===== src/rtl/dram_refresh_sched.sv =====
module dram_refresh_sched #(
  parameter int ROW_W    = 10,
  parameter int INTERVAL = 1950,
  parameter int T_RP     = 5,
  parameter int T_RAS    = 9,
  parameter int T_CSR    = 1,
  parameter int MAX_PEND = 7
) (
  input  logic             clk,
  input  logic             rst_n,
  input  logic [1:0]       ref_mode,
  input  logic             grant,
  output logic             req,
  output logic             ras_n,
  output logic             cas_n,
  output logic             we_n,
  output logic [ROW_W-1:0] row_addr,
  output logic             busy,
  output logic             overrun
);
  localparam int TMR_W  = $clog2(INTERVAL + 1);
  localparam int PEND_W = $clog2(MAX_PEND + 1);
  localparam int CNT_W  = $clog2(T_RP + T_RAS + T_CSR + 1);

  typedef enum logic [1:0] {S_IDLE, S_PRE, S_CSR, S_ACT} st_t;

  st_t              st;
  logic [TMR_W-1:0] tmr;
  logic [PEND_W-1:0] pend;
  logic [CNT_W-1:0] cnt;
  logic [1:0]       mode_q;
  logic             tick, start, col_first, hidden;

  assign tick      = (tmr == TMR_W'(INTERVAL - 1));
  assign req       = (pend != '0);
  assign start     = (st == S_IDLE) && grant && req;
  assign busy      = (st != S_IDLE);
  assign col_first = mode_q[0];
  assign hidden    = (mode_q == 2'b10);
  assign ras_n     = (st != S_ACT);
  assign cas_n     = !((col_first && (st == S_CSR || st == S_ACT)) || (hidden && busy));
  assign we_n      = 1'b1;

  always_ff @(posedge clk) begin
    if (!rst_n) tmr <= '0;
    else if (tick) tmr <= '0;
    else tmr <= tmr + 1'b1;
  end

  always_ff @(posedge clk) begin
    if (!rst_n) begin
      pend    <= '0;
      overrun <= 1'b0;
    end else if (tick && !start) begin
      if (pend == PEND_W'(MAX_PEND)) overrun <= 1'b1;
      else pend <= pend + 1'b1;
    end else if (!tick && start) begin
      pend <= pend - 1'b1;
    end
  end

  always_ff @(posedge clk) begin
    if (!rst_n) begin
      st       <= S_IDLE;
      cnt      <= '0;
      mode_q   <= 2'b00;
      row_addr <= '0;
    end else begin
      case (st)
        S_IDLE: if (start) begin
          st     <= S_PRE;
          cnt    <= CNT_W'(T_RP - 1);
          mode_q <= ref_mode;
        end
        S_PRE: if (cnt == '0) begin
          if (col_first) begin
            st  <= S_CSR;
            cnt <= CNT_W'(T_CSR - 1);
          end else begin
            st  <= S_ACT;
            cnt <= CNT_W'(T_RAS - 1);
          end
        end else cnt <= cnt - 1'b1;
        S_CSR: if (cnt == '0) begin
          st  <= S_ACT;
          cnt <= CNT_W'(T_RAS - 1);
        end else cnt <= cnt - 1'b1;
        S_ACT: if (cnt == '0) begin
          st <= S_IDLE;
          if (mode_q == 2'b00) row_addr <= row_addr + 1'b1;
        end else cnt <= cnt - 1'b1;
        default: st <= S_IDLE;
      endcase
    end
  end
endmodule


===== config.mk =====
export PLATFORM = sky130hd
export DESIGN_NAME = dram_refresh_sched
export DESIGN_NICKNAME = d
export VERILOG_FILES = /design/src/rtl/dram_refresh_sched.sv
export SDC_FILE = /design/constraint.sdc
export NUM_CORES = 1
export LEC_CHECK = 0
export BUFFER_PORTS_ARGS = -buffer_cell sky130_fd_sc_hd__buf_2
export CORE_MARGIN = 10
export CORE_UTILIZATION = 50
export CTS_CLUSTER_SIZE = 28
export DETAILED_ROUTE_END_ITERATION = 16
export PLACE_DENSITY = 0.7
export SYNTH_ARGS = -nofsm -noshare
export SYNTH_HDL_FRONTEND = slang
export SYNTH_SLANG_ARGS = --single-unit

===== constraint.sdc =====
create_clock -name clk -period 2.2 [get_ports clk]
set_input_delay 0.11 -clock clk [delete_from_list [all_inputs] [get_ports clk]]
set_output_delay 0.11 -clock clk [all_outputs]
set_load 0.01 [all_outputs]

==> results.md <==
* Worst-case reg-to-reg path depth at 8
* Final setup violation count at 0
* Critical Path End Type: flip-flop
* YS warnings at 0
* CP Launch Type: flip-flop
* CTS Buf Count at 5
* Largest net degree at the start of global routing at 18
* Unrepaired setup endpoints after global routing: no
* Status: completed
* Antenna Violating Nets Remaining at 0
* CP Max Fanout at 5
* Gpl congestion at 0.8911
* CTS tree: built
* Maximum VDD drop at between 300 and 400 uV
* Final Critical Period at 2.000 ns
* Synthesized instance count at between 200 and 250
* Worst Hold Class: input port to flip-flop
* Wirelength per Cell at between 10 and 15 um
* Post-synth EDFFs at 0
* Hold Crit Depth at 3
* Router iterations before antenna repair at 4
* Clk slew on worst S/H paths at around 0.10 ns
* Final core occ at 0.5999
* H-tree levels at 2
* Nets at 243
* Layout Area Growth over Synthesis at 13.32%
* Initial antenna violation count at 0
* Origin of the critical flop-to-flop path: st[1]$_SDFFE_PN0P_
* Power Density at ~670 mW/mm^2
* Syn Nets at 217
* Diode count at 0
* CTS Buffer Depth at 2
* CP Data Arrival Time at 2.26 ns
* Placement Rows at 21
* CP max stage cell: fa_2
* CP Cell Sequence: inv_1 -> ha_4 -> o311ai_4 -> nand4_1 -> fa_2 -> and3_1 -> mux2i_1 -> mux2i_1
* Worst EP required at roughly 2.5 ns
* # DRC at 0
* Crit path top cell by count: mux2i_1
* Synth unique cells at 48
* # clock sinks at 33
* Vias in the first global route at 1474
* Final Hold Fails at 0
* Most common cell after layout, fill and taps aside: dfxtp_1
* Achievable clock frequency at 500.0 MHz
* Final period util at 0.9091
* Core ar. at 0.003390 mm^2
* Dpl hpwl at 2878 um
* Max-cap violations at 0
* Syn Std Cell Area at 0.001794 mm^2
* Commonest cells after routing, fill and taps aside: dfxtp_1, nor2_1, buf_2, nand2_1
* Hold endpoint: mode_q[0]$_SDFFE_PN0P_
* Die area at between 0.006 and 0.007 mm^2
* DR vias/cell at 5.586
* DR iter-0 viols at 93
* Grt ovf at 0
* R2R Path End: pend[2]$_SDFFE_PN0P_
* P_leak at 0.8658 nW
* Die H at approximately 80 um
* Layout Skew at 0.008938 ns
* Via count at between 1500 and 2000
* Max Slew Vio Count at 0
* WL final at 3830 um
* Share of layout cells above drive strength 1 at 0.1894
* DIE WIDTH at about 80 um
* Ys async rst share at 0
* Post-route cell area at 0.002033 mm^2
* Hold-fix buffers, CTS at 0
* Final setup TNS at 0 ns
* Root Buffer: clkbuf_4
* First-pass GRT wire length at 6444 um
* Crit Path Class: flip-flop to flip-flop
* Avg Cell Area, Syn at 8.926 um^2
* Max incr delay on CP at between 0.4 and 0.5 ns
* Predominant post-synthesis flop cell: dfxtp_1
* Sequential fraction of the synthesis area at 0.3682
* Ports at 21
* GRT Overall Usage at 0.1238
* Initial core utilization at 0.5293
* Hold Path Origin: ref_mode[0]
* Clk Latency, worst-skew pair at 0.33 ns
* I/O Buffers at 19
* Placed inst area at 0.001924 mm^2
* FF+latch count, synth at 33
* Flop2flop setup slack at roughly 0.2 ns
-- critical path: cells and delay by family (launching register included) --
family	cells	cell delay (ns)
buffers and inverters	1	0.10
muxes	2	0.39
adders and majority gates	2	0.60
AOI/OAI and AO/OA	1	0.10
and+or+nand+nor	2	0.35
DFF	1	0.37
-- synthesized netlist by cell type, drive strengths merged, types with 2 or more instances --
cell type	count	share of area
clkbuf	4	0.0084
nand2b	2	0.0070
and2	2	0.0070
o21ai	9	0.025
a21oi	9	0.025
nor3b	2	0.021
ha	10	0.070
nor2b	2	0.0070
inv	13	0.027
nand3	12	0.033
nand4	7	0.036
mux2i	7	0.039
o311ai	2	0.020
or3	7	0.024
nor2	20	0.042
a21boi	3	0.013
nand2	13	0.027
o21a	2	0.0084
or2	2	0.0070
xnor2	4	0.020
dfxtp	33	0.37
and3	6	0.021
nor3	2	0.0056
xor2	8	0.039
nor4	2	0.0070
-- repair_timing --
action                     in CTS  in global routing
setup endpoints to repair       1                  1
pin swaps                       1                  3
setup buffers                   1                  4
resized for setup               1                  4
-- registers in the layout, indices dropped and copies added, names as in the netlist --
signal,count
tmr,11
row_addr,10
cnt,4
pend,3
mode_q,2
st,2
overrun,1
-- where the power goes --
group,switching [mW],total (mW),internal [mW]
Combinational,0.212,0.364,0.152
Clock,0.200,0.350,0.151
Sequential,0.0337,0.656,0.622
Total,0.446,1.37,0.925
-- through the flow --
step / setup WS, ns / power [mW] / instances / hold WS (ns)
after floorplan: 0.2597 / 0.9289 / 201 / 0.2539
after global placement: 0.1907 / 0.9907 / 261 / 0.3770
after detailed placement: 0.008254 / 1.006 / 261 / 0.3894
after CTS: 0.06095 / 1.363 / 269 / 0.03710
after global routing: 0.03741 / 1.450 / 273 / 0.05129
final: 0.2000 / 1.371 / 273 / 0.04054
-- final cells by class --
class	count	area, um^2
tap	46	57.56
fill	309	1356
timing repair buffer	24	132.6
multi-input combinational	150	1077
clock buffer	7	55.05
inverter	13	48.80
sequential	33	661.9
-- logic make-up (layout without fill, tap and decap cells) --
kind of cell,after synthesis,in the layout,share of synthesized area
fa+ha+maj,11,11,0.08089
simple gates,83,83,0.2678
buf+inv,18,44,0.03975
xor+xnor,12,12,0.05858
flops,33,33,0.3682
other cells,1,1,0.002090
compound gates,35,35,0.1374
mux,8,8,0.04533
-- metal layers --
layer  vias to the layer above  part of all wire  track usage
li1                        762                 -            -
met1                       710              0.41       0.1312
met2                        45              0.49       0.2111
met3                         8             0.076      0.05293
met4                         0             0.016      0.04930
met5                         -                 0            0
-- worst max-delay path by stage --
stage / cells past startpoint / slack [ns] / endpoint / start
2_1_floorplan: 8 / 0.26 / pend[2]$_SDFFE_PN0P_ / st[0]$_SDFFE_PN0P_
3_3_place_gp: 8 / 0.19 / pend[2]$_SDFFE_PN0P_ / st[0]$_SDFFE_PN0P_
3_5_place_dp: 8 / 0.008 / pend[2]$_SDFFE_PN0P_ / st[1]$_SDFFE_PN0P_
4_1_cts: 8 / 0.06 / pend[2]$_SDFFE_PN0P_ / st[1]$_SDFFE_PN0P_
5_1_grt: 7 / 0.04 / pend[2]$_SDFFE_PN0P_ / tmr[0]$_SDFF_PP0_
6_report: 8 / 0.20 / pend[2]$_SDFFE_PN0P_ / st[1]$_SDFFE_PN0P_
Power figures use the tool's default switching activity.
